<file path="config.mk">
export PLATFORM = sky130hd
export DESIGN_NAME = sar_conv_ctrl
export DESIGN_NICKNAME = d
export VERILOG_FILES = /design/src/rtl/sar_pkg.sv /design/src/rtl/sar_seq.sv /design/src/rtl/sar_trial.sv /design/src/rtl/sar_result.sv /design/src/rtl/sar_conv_ctrl.sv
export SDC_FILE = /design/constraint.sdc
export NUM_CORES = 1
export LEC_CHECK = 0
export BUFFER_PORTS_ARGS = -buffer_cell sky130_fd_sc_hd__buf_2
export CAP_MARGIN = 20
export CORE_MARGIN = 3
export CORE_UTILIZATION = 40
export DETAILED_ROUTE_END_ITERATION = 6
export GPL_ROUTABILITY_DRIVEN = 0
export SLEW_MARGIN = 15
export SYNTH_ARGS = -nofsm -noshare
export SYNTH_HDL_FRONTEND = slang
export SYNTH_SLANG_ARGS = --single-unit
export TNS_END_PERCENT = 10
</file>
<file path="constraint.sdc">
create_clock -name clk -period 1.8 [get_ports clk]
set_clock_uncertainty 0.1 [all_clocks]
set_input_delay 0.09 -clock clk [delete_from_list [all_inputs] [get_ports clk]]
set_output_delay 0.09 -clock clk [all_outputs]
set_load 0.005 [all_outputs]
</file>
<file path="src/rtl/sar_pkg.sv">
package sar_pkg;
  // Phases of the one-shot search
  typedef enum logic [1:0] {
    PH_START  = 2'd0,
    PH_SEARCH = 2'd1,
    PH_DONE   = 2'd2
  } sar_phase_e;
endpackage

</file>
<file path="src/rtl/sar_seq.sv">
module sar_seq #(
  parameter int WIDTH = 4,
  parameter int PW    = (WIDTH > 1) ? $clog2(WIDTH) : 1
) (
  input  logic          clk,
  input  logic          rst_n,
  output logic          init_o,
  output logic          decide_o,
  output logic          last_o,
  output logic [PW-1:0] ptr_o
);
  import sar_pkg::*;

  localparam logic [PW-1:0] TOP_BIT = PW'(WIDTH - 1);

  sar_phase_e    phase_q;
  logic [PW-1:0] ptr_q;

  always_ff @(posedge clk or negedge rst_n) begin
    if (!rst_n) begin
      phase_q <= PH_START;
      ptr_q   <= TOP_BIT;
    end else begin
      case (phase_q)
        PH_START: begin
          phase_q <= PH_SEARCH;
          ptr_q   <= TOP_BIT;
        end
        PH_SEARCH: begin
          if (ptr_q == '0) phase_q <= PH_DONE;
          else             ptr_q   <= ptr_q - 1'b1;
        end
        PH_DONE: phase_q <= PH_DONE;
        default: phase_q <= PH_START;
      endcase
    end
  end

  assign init_o   = (phase_q == PH_START);
  assign decide_o = (phase_q == PH_SEARCH);
  assign last_o   = decide_o && (ptr_q == '0);
  assign ptr_o    = ptr_q;
endmodule

</file>
<file path="src/rtl/sar_trial.sv">
module sar_trial #(
  parameter int WIDTH = 4,
  parameter int PW    = (WIDTH > 1) ? $clog2(WIDTH) : 1
) (
  input  logic             clk,
  input  logic             rst_n,
  input  logic             init_i,
  input  logic             decide_i,
  input  logic [PW-1:0]    ptr_i,
  input  logic             cmp_i,
  output logic [WIDTH-1:0] code_o,
  output logic [WIDTH-1:0] code_nxt_o
);
  for (genvar i = 0; i < WIDTH; i++) begin : g_bit
    logic bit_q, bit_d, under_test, next_trial;

    assign under_test = decide_i && (int'(ptr_i) == i);
    assign next_trial = decide_i && (int'(ptr_i) == i + 1);

    always_comb begin
      bit_d = bit_q;
      if (init_i)          bit_d = (i == WIDTH - 1);
      else if (under_test) bit_d = cmp_i;
      else if (next_trial) bit_d = 1'b1;
    end

    always_ff @(posedge clk or negedge rst_n) begin
      if (!rst_n) bit_q <= 1'b0;
      else        bit_q <= bit_d;
    end

    assign code_o[i]     = bit_q;
    assign code_nxt_o[i] = bit_d;
  end
endmodule

</file>
<file path="src/rtl/sar_result.sv">
module sar_result #(
  parameter int WIDTH = 4
) (
  input  logic             clk,
  input  logic             rst_n,
  input  logic             capture_i,
  input  logic [WIDTH-1:0] code_i,
  output logic [WIDTH-1:0] result_o,
  output logic             eoc_o
);
  always_ff @(posedge clk or negedge rst_n) begin
    if (!rst_n) begin
      result_o <= '0;
      eoc_o    <= 1'b0;
    end else if (capture_i) begin
      result_o <= code_i;
      eoc_o    <= 1'b1;
    end
  end
endmodule

</file>
<file path="src/rtl/sar_conv_ctrl.sv">
module sar_conv_ctrl #(
  parameter int WIDTH = 4
) (
  input  logic             clk,
  input  logic             rst_n,
  input  logic             cmp_i,
  output logic [WIDTH-1:0] trial_o,
  output logic [WIDTH-1:0] result_o,
  output logic             eoc_o
);
  localparam int PW = (WIDTH > 1) ? $clog2(WIDTH) : 1;

  logic          init_w, decide_w, last_w;
  logic [PW-1:0] ptr_w;
  logic [WIDTH-1:0] code_nxt_w;

  sar_seq #(.WIDTH(WIDTH), .PW(PW)) seq_i (
    .clk      (clk),
    .rst_n    (rst_n),
    .init_o   (init_w),
    .decide_o (decide_w),
    .last_o   (last_w),
    .ptr_o    (ptr_w)
  );

  sar_trial #(.WIDTH(WIDTH), .PW(PW)) trial_i (
    .clk        (clk),
    .rst_n      (rst_n),
    .init_i     (init_w),
    .decide_i   (decide_w),
    .ptr_i      (ptr_w),
    .cmp_i      (cmp_i),
    .code_o     (trial_o),
    .code_nxt_o (code_nxt_w)
  );

  sar_result #(.WIDTH(WIDTH)) res_i (
    .clk       (clk),
    .rst_n     (rst_n),
    .capture_i (last_w),
    .code_i    (code_nxt_w),
    .result_o  (result_o),
    .eoc_o     (eoc_o)
  );
endmodule

</file>
* Yosys cells after proc, flatten, opt, wreduce, memory -nomap -nowiden
Index checks and enable logic that the tools add are counted.
** Cells by class
- Add/sub/neg operators :: 1
- Eq/ne operators :: 7
- Muxes and demuxes :: 15
- Reductions and logical operators :: 10
** Operator list (count)
- two-way mux 1 bit :: 11
- == test 2 bit (second input constant) :: 3
- zero test 2 bit :: 3
- case mux 2 bit (3 select lines) :: 1
- logical AND 1 bit :: 5
- == test 2 x 1 -> 1 bit (second input constant) :: 2
- two-way mux 2 bit :: 2
- inequality test 2 bit (second input constant) :: 2
- case mux 2 bit (2 select lines) :: 1
- AND reduction 2 bit :: 1
- nonzero test 2 bit :: 1
- subtractor 2 x 1 -> 2 bit (second input constant) :: 1
** Word-level totals
- Flip-flop bits (word level) :: 13
- Output and inout port bits :: 9
- Word-level logic and storage cells :: 41

* Logic depth before layout (Yosys ltp)
Gate-level depths: netlist of the first run.
- Depth in word-level cells :: 5
- Gate-level depth with buffers :: 6
- Mapped depth without buffers :: 5

* By module
From an unflattened synthesis of the first run, not the netlist that was laid out.
** Unflattened totals
- Cells, all modules :: 61
- Area total of the unflattened synthesis :: 669.4 um^2
** Modules (own cells, without submodules)
- sar_trial :: instances 1, cells an instance 27, area an instance 252.7 um^2
- sar_seq :: instances 1, cells an instance 24, area an instance 240.2 um^2
- sar_result :: instances 1, cells an instance 10, area an instance 176.4 um^2

* Worst setup path after synthesis of the first run
Ideal clock, no wire load.
- Kind :: register to register
- From :: register seq_i.ptr_q[0], in the netlist seq_i.ptr_o[0]
- To :: register res_i.result_o[3]
- Library setup time :: 0.125 ns
- Arrival time :: 1.381 ns
- Path slack :: 0.194 ns
- Stages on the path, launching flop included :: 5
- Path buffers :: 0
- Clock period less this slack :: 1.606 ns
- Cell sequence :: dfstp_2 inv_1 ha_1 nand2_1 mux2_2
** On the way
- Longest elaborated chain between the ends :: 4
- Elaborated cells on any way between the ends :: 6
- Classes of those cells :: eq/ne: 1; mux: 2; reduce/logical: 3
** Ends and longest elaborated chain
- start: declaration :: RTL line sar_seq.sv:17 : logic [PW-1:0] ptr_q;
- start signal: assignment :: RTL line sar_seq.sv:31 : else ptr_q <= ptr_q - 1'b1;
- == test 2 x 1 -> 1 bit :: RTL line sar_trial.sv:17 : assign under_test = decide_i && (int'(ptr_i) == i);
- logical AND 1 bit :: RTL line sar_trial.sv:17
- two-way mux 1 bit :: RTL line sar_trial.sv:23 : else if (under_test) bit_d = cmp_i;
- two-way mux 1 bit :: RTL line sar_trial.sv:22 : if (init_i) bit_d = (i == WIDTH - 1);
- end signal: assignment :: RTL line sar_result.sv:16 : result_o <= code_i;
- end: declaration :: RTL line sar_result.sv:8 : output logic [WIDTH-1:0] result_o,
Several ways; a longest one is shown, not always the timed one.
A chain may end at the register's enable or synchronous reset.

* Worst setup path after layout of the first run
- From :: register seq_i.ptr_q[0], in the netlist seq_i.ptr_o[0]
- To :: register res_i.result_o[3]
** On the way
- Longest elaborated chain between the ends :: 4
- Elaborated cells on any way between the ends :: 6
- Classes of those cells :: eq/ne: 1; mux: 2; reduce/logical: 3
** Ends and longest elaborated chain
- == test 2 x 1 -> 1 bit :: RTL line sar_trial.sv:17
- logical AND 1 bit :: RTL line sar_trial.sv:17
- two-way mux 1 bit :: RTL line sar_trial.sv:23
- two-way mux 1 bit :: RTL line sar_trial.sv:22
- net trial_i.g_bit[3].bit_d :: RTL line sar_trial.sv:15 : logic bit_q, bit_d, under_test, next_trial;
The timed path passes the listed nets, and every way through them passes these cells.

==> metrics.md, run 1 <==
| Metric | Value |
|---|---|
| Status | `finished clean` |
| Die Height | `47.0 µm` |
| Total GRT Usage | `0.118` |
| Asr flop ratio synth | `1.00` |
| Initial antenna violation count | `0` |
| Later-pin clock latency in the skew report | `around 0.28 ns` |
| CP max FO | `5` |
| Pwr dens | `~670 nW/µm²` |
| Wire per inst | `around 12 µm` |
| Clock tree from TritonCTS | `yes` |
| Leak Pwr | `around 0.38 nW` |
| Worst-Margin Slew | `between 0.2 and 0.3 ns` |
| Crit path DAT | `roughly 1.8 ns` |
| Critical path type | `flip-flop to flip-flop` |
| Max_cap viols | `0` |
| Hold Vio Cnt, Final | `0` |
| Vias per cell | `4.95` |
| Number of synthesized flops with an enable pin | `0` |
| Fillers | `155` |
| Switch share | `0.221` |
| Maximum VDD drop | `roughly 0.42 mV` |
| Worst hold margin | `between 0.1 and 0.15 ns` |
| Final critical-path share of the clock period | `0.941` |
| Fmax | `roughly 0.59 GHz` |
| Reg area | `about 330 µm²` |
| First-pass GRT wire length | `1.78 mm` |
| Detail Placement HPWL | `about 800 µm` |
| Final ANT Viol Nets | `0` |
| Sequential share of power | `0.590` |
| Die width | `approximately 47 µm` |
| Ranking of synthesized cells by area | `dfrtp_1, ha_1, dfstp_2, o21ai_0, buf_4` |
| Commonest cells in the netlist | `dfrtp_1, inv_1, ha_1, nand2_1, o21ai_0` |
| Psw | `0.000115 W` |
| Biggest area consumer among synthesized cells | `dfrtp_1` |
| Synth unique cells | `20` |
| I/O pins | `12` |
| Initial core utilization | `0.437` |
| H-tree depth | `1` |
| Maximum clock path buffer count | `2` |
| Post-synthesis instance area | `673 µm²` |
| Combinational power share | `0.063` |
| Largest net degree at the start of global routing | `14` |
| Residual DRC count | `0` |
| Row count | `14` |
| Internal power | `between 0.0004 and 0.0005 W` |
| Number of diodes | `0` |
| Fin Setup TNS | `0 ns` |
| Share of post-route cells with drive strength above 1 | `0.253` |
| Placeable core area | `between 1500 and 2000 µm²` |
| CP endpoint kind | `flip-flop` |
| Count leader, synth | `dfrtp_1` |
| CTS Sinks | `13` |
| Drt first-iter violations | `14` |
| Reg clk slew, reported paths | `0.08 ns` |
| Root Buffer Master | `clkbuf_4` |
| Tmin final | `about 1.7 ns` |
| Unrepaired setup endpoints after global routing | `false` |
| HP Class | `input pin to asynchronous set/reset pin` |
| Post-cts sizing count | `0` |
| Die area | `roughly 2200 µm²` |
| Num CTS Buffers | `3` |
| Syn_area_per_cell | `about 10 µm²` |
| Slew Viols, Final | `0` |
| Main synth FF type | `dfrtp_1` |
| Nets | `89` |
| Overflow after GRT | `0` |
| Worst Path Required | `1.86 ns` |
| Synth-to-layout area growth | `14.5%` |
| Clock network fraction of total power | `0.348` |
| Port Buf Inserts | `11` |
| Finish-stage setup viols | `0` |
| Synth warn | `0` |
| Multi-input gate area | `about 280 µm²` |
| Via Count | `470` |
| Top cell type's share of synthesized area | `0.409` |
| Slew HR | `0.806` |
| Syn_nets | `75` |
| Post-synthesis instance total | `66` |
| CP Launch Type | `flip-flop` |
| FF+latch count, synth | `13` |
| Register area share after synthesis | `0.487` |
| Post-Route WL | `about 1.1 mm` |
| Vias in the first global route | `roughly 420` |
| Pre-Repair DR Iteration Count | `3` |
## state kept, by name, indices dropped and copies added (netlist names)
signal               cells
res_i.eoc_o              1
seq_i.phase_q            2
res_i.result_o           4
trial_i.g_bit.bit_q      4
seq_i.ptr_o              2
## layout make-up
class / count / area share
tap: 16 / 0.0260
multi-input combinational: 40 / 0.364
clock buffer: 4 / 0.0341
inverter: 7 / 0.0341
sequential: 13 / 0.425
timing repair buffer: 15 / 0.117
## power groups by stage
| stage | clock network, W | logic, W | registers, W |
|---|---|---|---|
| 4_1_cts | 0.000190 | 0.0000338 | 0.000306 |
| 3_3_place_gp | 0 | 0.0000301 | 0.000311 |
| 5_1_grt | 0.000200 | 0.0000367 | 0.000307 |
| 2_1_floorplan | 0 | 0.0000172 | 0.000312 |
| 6_report | 0.000180 | 0.0000325 | 0.000306 |
| 3_5_place_dp | 0 | 0.0000306 | 0.000312 |
## logic make-up (layout without fill, tap and decap cells)
| logic type | after synthesis | after routing | synth area share |
|---|---|---|---|
| AO/OA/AOI/OAI | 17 | 17 | 0.158 |
| XOR/XNOR | 1 | 1 | 0.0130 |
| adder cells (fa/ha/maj) | 6 | 6 | 0.112 |
| buffers and inverters | 13 | 26 | 0.0967 |
| flip-flops | 13 | 13 | 0.487 |
| multiplexers | 2 | 2 | 0.0335 |
| AND/OR/NAND/NOR | 14 | 14 | 0.100 |
## metal layers
metal / share of wire / routed length (µm) / global-route usage / vias to the layer above
li1: - / - / - / 243
met1: 0.49 / 542 / 0.141 / 213
met2: 0.44 / 481 / 0.182 / 12
met3: 0.059 / 65 / 0.0575 / 2
met4: 0.013 / 14 / 0.0497 / 0
met5: 0 / 0 / 0 / -
## critical path, cell delays in order, from the launching register on
cell      delay (ns)
dfstp_2         0.58
ha_1            0.22
a21boi_1        0.08
a311o_1         0.34
mux2_2          0.26
## timing repair
item	4_1_cts	5_1_grt
endpoints found under the hold margin	14	0
setup buffers	0	0
hold buffers	2	0
setup endpoints to repair	0	0
## layout by cell type (no fill, tap or decap)
cell,n
a221oi_1,1
buf_2,11
o31ai_1,2
nand2_1,6
a311o_1,1
o21ai_0,6
clkbuf_4,3
dlygate4sd3_1,2
a21oi_1,4
clkbuf_1,1
nor2b_1,1
nor3_1,4
inv_1,7
dfstp_2,2
a21o_1,2
buf_4,2
a21boi_1,1
mux2_2,2
ha_1,6
nand2b_1,3
xor2_1,1
dfrtp_1,11
## stage by stage
step	util	setup slack, ns	cell area, µm²	cells	power, W
2_1_floorplan	-	0.194	673	66	0.000329
3_3_place_gp	0.470	0.153	724	89	0.000342
3_5_place_dp	0.470	0.117	724	89	0.000342
4_1_cts	0.500	0.105	771	95	0.000530
5_1_grt	0.500	0.0741	771	95	0.000544
6_report	0.500	0.107	771	95	0.000519
## worst paths after layout
check,startpoint,end,slack (ns),cells after the start
worst min-delay path,rst_n,res_i.result_o[0]$_DFFE_PN0P_,0.12,2
min in group clk,res_i.eoc_o$_DFFE_PN0P_,res_i.eoc_o$_DFFE_PN0P_,0.37,1
max in group asynchronous,rst_n,seq_i.ptr_o[1]$_DFFE_PN1P_,1.20,2
worst max-delay path,seq_i.ptr_o[0]$_DFFE_PN1P_,res_i.result_o[3]$_DFFE_PN0P_,0.11,4
worst min register to register,res_i.eoc_o$_DFFE_PN0P_,res_i.eoc_o$_DFFE_PN0P_,0.37,1
worst max register to register,seq_i.ptr_o[0]$_DFFE_PN1P_,res_i.result_o[3]$_DFFE_PN0P_,0.11,4
Note: power is estimated with default switching activity, not from simulation.
==> run 2, diff against run 1 <==
--- a/config.mk
+++ b/config.mk
@@ -5,11 +5,10 @@
 export SDC_FILE = /design/constraint.sdc
 export NUM_CORES = 1
 export LEC_CHECK = 0
-export BUFFER_PORTS_ARGS = -buffer_cell sky130_fd_sc_hd__buf_2
 export CAP_MARGIN = 20
-export CORE_MARGIN = 3
 export CORE_UTILIZATION = 40
 export DETAILED_ROUTE_END_ITERATION = 6
+export DONT_BUFFER_PORTS = 1
 export GPL_ROUTABILITY_DRIVEN = 0
 export SLEW_MARGIN = 15
 export SYNTH_ARGS = -nofsm -noshare
==> metrics.md, run 2 (synthesis results as in run 1) <==
| Metric | Value |
|---|---|
| Worst hold margin | `0.0552 ns (-0.0643 ns)` |
| Unrepaired setup endpoints after global routing | `false` |
| CP Launch Point | `seq_i.ptr_o[0]$_DFFE_PN1P_` |
| Die area | `1850 µm² (-16%)` |
| I/O pins | `12 (unchanged)` |
| Overflow after GRT | `0 (unchanged)` |
| Placeable core area | `1540 µm² (unchanged)` |
| Share of post-route cells with drive strength above 1 | `0.132 (-0.121)` |
| CP max FO | `5 (unchanged)` |
| Pwr dens | `707 nW/µm² (+5.0%)` |
| Num CTS Buffers | `3 (unchanged)` |
| Cell count of the worst reg-to-reg path | `4 (unchanged)` |
| Port Buf Inserts | `0 (-11)` |
| Initial core utilization | `0.437 (unchanged)` |
| Finish-stage setup viols | `0 (unchanged)` |
| CP Launch Type | `flip-flop` |
| Fmax | `0.592 GHz (+0.28%)` |
| Final critical-path share of the clock period | `0.938 (-0.00261)` |
| H-tree depth | `1 (unchanged)` |
| Maximum VDD drop | `0.389 mV (-7.0%)` |
| Tmin final | `1.69 ns (-0.00470 ns)` |
| First-pass GRT wire length | `1.90 mm (+7.0%)` |
| Most frequent cells in the layout | `dfrtp_1, inv_1, o21ai_0, nand2_1, ha_1` |
| Residual DRC count | `0 (unchanged)` |
| Max_cap viols | `0 (unchanged)` |
| Post-CTS Setup Repair Bufs | `0 (unchanged)` |
| Wire per inst | `12.8 µm (+9.9%)` |
| Status | `finished clean` |
| Crit path to | `res_i.result_o[3]$_DFFE_PN0P_` |
| HP Class | `input pin to flip-flop` |
| Crit path DAT | `1.76 ns (about the same)` |
| Total GRT Usage | `0.145 (+0.0265)` |
| Reg2Reg Launch Point | `seq_i.ptr_o[0]$_DFFE_PN1P_` |
| Fin Setup TNS | `0 ns (unchanged)` |
| Nets | `78 (-12%)` |
| Final ANT Viol Nets | `0 (unchanged)` |
| Leak Pwr | `0.341 nW (-11%)` |
| Initial antenna violation count | `0 (unchanged)` |
| Worst-Margin Slew | `0.570 ns (+0.279 ns)` |
| Vias in the first global route | `423 (+1.7%)` |
| CTS Sinks | `13 (unchanged)` |
| Hold Vio Cnt, Final | `0 (unchanged)` |
| Die width | `43.0 µm (-8.5%)` |
| Later-pin clock latency in the skew report | `0.28 ns (about the same)` |
| Root Buffer Master | `clkbuf_4` |
| Drt first-iter violations | `8 (-6)` |
| Reg clk slew, reported paths | `0.08 ns (about the same)` |
| Vias per cell | `5.26 (+6.4%)` |
| Number of diodes | `0 (unchanged)` |
| Commonest non-fill, non-tap cell in the layout | `dfrtp_1` |
| Slew HR | `0.618 (-0.187)` |
| Synth-to-layout area growth | `6.32%` |
| Pre-Repair DR Iteration Count | `4 (+1)` |
| Finished Layout Cells | `84 (-12%)` |
| Slew Viols, Final | `0 (unchanged)` |
| Detail Placement HPWL | `783 µm (-1.6%)` |
| Worst Path Required | `1.87 ns (about the same)` |
| Post-Route WL | `1.07 mm (-2.8%)` |
| Critical path type | `flip-flop to flip-flop` |
| Largest net degree at the start of global routing | `14 (unchanged)` |
| CP endpoint kind | `flip-flop` |
| Placed cell count | `78 (-12%)` |
| Row count | `14 (unchanged)` |
| Largest registers | `res_i.result_o x4, trial_i.g_bit.bit_q x4` |
| Clock tree from TritonCTS | `yes` |
| R2r setup slk | `0.11 ns (about the same)` |
| Fillers | `156 (+0.65%)` |
| Die Height | `43.0 µm (-8.5%)` |
| Via Count | `442 (-6.0%)` |
| Maximum clock path buffer count | `2 (unchanged)` |
| Reg-to-reg endpoint | `res_i.result_o[3]$_DFFE_PN0P_` |
run 2: cell types whose count changed in the layout (fill, tap and decap cells not counted):
| cell | before | now |
|---|---|---|
| buf_2 | 11 | 0 |
run 2: layout make-up:
cell class,count,area [µm²],area share
clock buffers,4,26.3,0.0367
inverters,7,26.3,0.0367
multi-input cells,40,280,0.392
flip-flops and latches,13,328,0.458
well taps,16,20.0,0.0280
repair buffers,4,35.0,0.0490
run 2: layer usage:
| metal | share of wire | track usage | up-vias |
|---|---|---|---|
| met5 | 0 | 0 | - |
| met4 | 0.029 | 0.0909 | 0 |
| met1 | 0.46 | 0.172 | 207 |
| li1 | - | - | 221 |
| met3 | 0.045 | 0.0766 | 4 |
| met2 | 0.46 | 0.203 | 10 |
run 2: power by group:
| group | switching [W] | leakage, nW | total (W) | internal, W |
|---|---|---|---|---|
| Sequential | 0.00000721 | 0.145 | 0.000309 | 0.000301 |
| Combinational | 0.0000109 | 0.181 | 0.0000202 | 0.00000937 |
| Clock | 0.0000910 | 0.0150 | 0.000177 | 0.0000860 |
run 2: how the worst min path moves through the flow:
stage          startpoint                          endpoint  slack, ns  cells past startpoint
2_1_floorplan       rst_n           res_i.eoc_o$_DFFE_PN0P_      -0.31                      0
3_3_place_gp        rst_n           res_i.eoc_o$_DFFE_PN0P_      -0.31                      0
3_5_place_dp        rst_n           res_i.eoc_o$_DFFE_PN0P_      -0.31                      0
4_1_cts             cmp_i  trial_i.g_bit[0].bit_q$_DFF_PN0_       0.06                      2
5_1_grt             cmp_i  trial_i.g_bit[2].bit_q$_DFF_PN0_       0.10                      3
6_report            cmp_i  trial_i.g_bit[0].bit_q$_DFF_PN0_       0.06                      2
run 2: through the flow:
step,utilization,worst slack [ns],cell area (µm²),total power (W)
2_1_floorplan,-,0.194,673,0.000329
3_3_place_gp,0.434,0.163,669,0.000326
3_5_place_dp,0.434,0.122,669,0.000326
4_1_cts,0.464,0.107,716,0.000519
5_1_grt,0.464,0.0611,716,0.000532
6_report,0.464,0.112,716,0.000506
run 2: critical path, stage by stage (launching register included):
cell and delay (ns):
dfstp_2 0.58, ha_1 0.23, a21boi_1 0.08, a311o_1 0.33, mux2_2 0.26
run 2: what timing repair did:
| action | CTS | global route |
|---|---|---|
| hold buffers | 2 | 0 |
| gates resized for setup | 0 | 0 |
| setup endpoints to repair | 0 | 0 |
| hold endpoints to repair | 15 | 0 |
==> run 3, diff against run 2 <==
--- a/config.mk
+++ b/config.mk
@@ -6,6 +6,7 @@
 export NUM_CORES = 1
 export LEC_CHECK = 0
 export CAP_MARGIN = 20
+export CORE_MARGIN = 2
 export CORE_UTILIZATION = 40
 export DETAILED_ROUTE_END_ITERATION = 6
 export DONT_BUFFER_PORTS = 1
==> metrics.md, run 3 (synthesis results as in run 1) <==
| Metric | Value |
|---|---|
| Status | `finished clean` |
| Total GRT Usage | `0.136 (-0.00914)` |
| Fin Setup TNS | `0 ns (unchanged)` |
| Post-Route WL | `1.08 mm (+0.47%)` |
| Num CTS Buffers | `3 (unchanged)` |
| Post-cts sizing count | `0 (unchanged)` |
| Finished Layout Cells | `84 (unchanged)` |
| Initial antenna violation count | `0 (unchanged)` |
| Residual DRC count | `0 (unchanged)` |
| R2r setup slk | `0.11 ns (about the same)` |
| Worst-Margin Slew | `0.580 ns (+0.00954 ns)` |
| Critical path type | `flip-flop to flip-flop` |
| Die area | `2030 µm² (+9.5%)` |
| Psw | `0.000114 W (+4.5%)` |
| CP Launch Type | `flip-flop` |
| Die width | `45.0 µm (+4.6%)` |
| Vias per cell | `5.19 (-1.4%)` |
| Crit-path leading delay family | `flip-flops` |
| CTS Sinks | `13 (unchanged)` |
| Pwr dens | `713 nW/µm² (+0.95%)` |
| Detail Placement HPWL | `789 µm (+0.78%)` |
| Tmin final | `1.69 ns (-0.00339 ns)` |
| H-tree depth | `1 (unchanged)` |
| Slew Viols, Final | `0 (unchanged)` |
| Root Buffer Master | `clkbuf_4` |
| Drt first-iter violations | `0 (-8)` |
| Crit path DAT | `1.75 ns (about the same)` |
| Layout Utilization | `0.464 (unchanged)` |
| I/O pins | `12 (unchanged)` |
| Synth-to-layout area growth | `6.32% (unchanged)` |
| Buffers & Inverters on Critical Path | `0 (unchanged)` |
| Vias in the first global route | `429 (+1.4%)` |
| Finish-stage setup viols | `0 (unchanged)` |
| Maximum VDD drop | `0.257 mV (-34%)` |
| Max stage delay on crit path | `0.58 ns (about the same)` |
| Later-pin clock latency in the skew report | `0.28 ns (about the same)` |
| Overflow after GRT | `0 (unchanged)` |
| Slew HR | `0.612 (-0.00638)` |
| Final WS setup | `0.115 ns (+0.00339 ns)` |
| Internal power | `0.000397 W (about the same)` |
| Maximum clock path buffer count | `2 (unchanged)` |
| Port Buf Inserts | `0 (unchanged)` |
| Max_cap viols | `0 (unchanged)` |
| Sequential share of power | `0.604 (-0.006)` |
| Most frequent cells in the layout | `dfrtp_1, inv_1, o21ai_0, nand2_1, ha_1` |
| Via Count | `436 (-1.4%)` |
| Placeable core area | `1540 µm² (unchanged)` |
| Combinational power share | `0.040 (about the same)` |
| Post-CTS Setup Repair Bufs | `0 (unchanged)` |
| CP endpoint kind | `flip-flop` |
| Largest net degree at the start of global routing | `14 (unchanged)` |
| Clock network fraction of total power | `0.357 (+0.007)` |
| Placed cell count | `78 (unchanged)` |
| Largest registers | `res_i.result_o x4, trial_i.g_bit.bit_q x4` |
| CP Cell Sequence | `ha_1 -> a21boi_1 -> a311o_1 -> mux2_2` |
| Final critical-path share of the clock period | `0.936 (-0.00188)` |
| Power consumption | `0.000511 W (+0.95%)` |
| HP Class | `input pin to flip-flop` |
| Initial core utilization | `0.437 (unchanged)` |
| Clock tree from TritonCTS | `yes` |
| First-pass GRT wire length | `1.90 mm (unchanged)` |
| Switch share | `0.223 (+0.00768)` |
| Hold Vio Cnt, Final | `0 (unchanged)` |
| Pre-CTS setup slack | `0.133 ns (+0.0104 ns)` |
| Critical Path Slowest Stage Cell | `dfstp_2` |
| Wire per inst | `12.8 µm (+0.47%)` |
| Fmax | `0.593 GHz (+0.20%)` |
| Number of diodes | `0 (unchanged)` |
| Leak Pwr | `0.341 nW (unchanged)` |
| Share of post-route cells with drive strength above 1 | `0.132 (unchanged)` |
| Nets | `78 (unchanged)` |
| Pre-Repair DR Iteration Count | `1 (-3)` |
| Row count | `14 (unchanged)` |
| CP max FO | `5 (unchanged)` |
| Commonest non-fill, non-tap cell in the layout | `dfrtp_1` |
| Final ANT Viol Nets | `0 (unchanged)` |
| Die Height | `45.0 µm (+4.6%)` |
| Worst Path Required | `1.86 ns (about the same)` |
| Unrepaired setup endpoints after global routing | `false` |
| Reg clk slew, reported paths | `0.08 ns (about the same)` |
## run 3: path summary, 6_finish.rpt
check,from,depth (start not counted),to
worst max-delay path,seq_i.ptr_o[0]$_DFFE_PN1P_,4,res_i.result_o[3]$_DFFE_PN0P_
worst min-delay path,cmp_i,2,trial_i.g_bit[0].bit_q$_DFF_PN0_
worst max register to register,seq_i.ptr_o[0]$_DFFE_PN1P_,4,res_i.result_o[3]$_DFFE_PN0P_
worst min register to register,res_i.eoc_o$_DFFE_PN0P_,1,res_i.eoc_o$_DFFE_PN0P_
max in group asynchronous,rst_n,1,seq_i.ptr_o[0]$_DFFE_PN1P_
min in group asynchronous,rst_n,1,res_i.result_o[1]$_DFFE_PN0P_
## run 3: layout make-up
class	count	area, µm²
timing repair buffer	4	35.0
clock buffer	4	26.3
inverter	7	26.3
multi-input combinational	40	280
sequential	13	328
fill	153	826
tap	16	20.0
## run 3: worst reg2reg max path, cell delays in order (launching register included)
cell,delay [ns]
dfstp_2,0.58
ha_1,0.22
a21boi_1,0.09
a311o_1,0.33
mux2_2,0.26
## run 3: what timing repair did
| action | CTS | global route |
|---|---|---|
| hold endpoints to repair | 15 | 0 |
| endpoints found under the setup margin | 0 | 0 |
| hold buffers | 2 | 0 |
## run 3: stage by stage
stage	hold WS [ns]	area, µm²
CTS	0.0650	716
global placement	-0.305	669
detailed placement	-0.305	669
global route	0.108	716
floorplan	-0.306	673
finish	0.0535	716
## run 3: power by group through the flow
stage	Sequential, W	Combinational (W)	Clock, W
final	0.000308	0.0000202	0.000182
after global routing	0.000310	0.0000240	0.000205
after CTS	0.000309	0.0000211	0.000192
after detailed placement	0.000315	0.0000114	0
after global placement	0.000314	0.0000112	0
after floorplan	0.000312	0.0000172	0
## run 3: layer usage
metal | global-route usage | share of wire | vias up
li1 | - | - | 222
met1 | 0.171 | 0.51 | 199
met2 | 0.180 | 0.42 | 10
met3 | 0.0440 | 0.037 | 5
met4 | 0.124 | 0.037 | 0
met5 | 0 | 0 | -
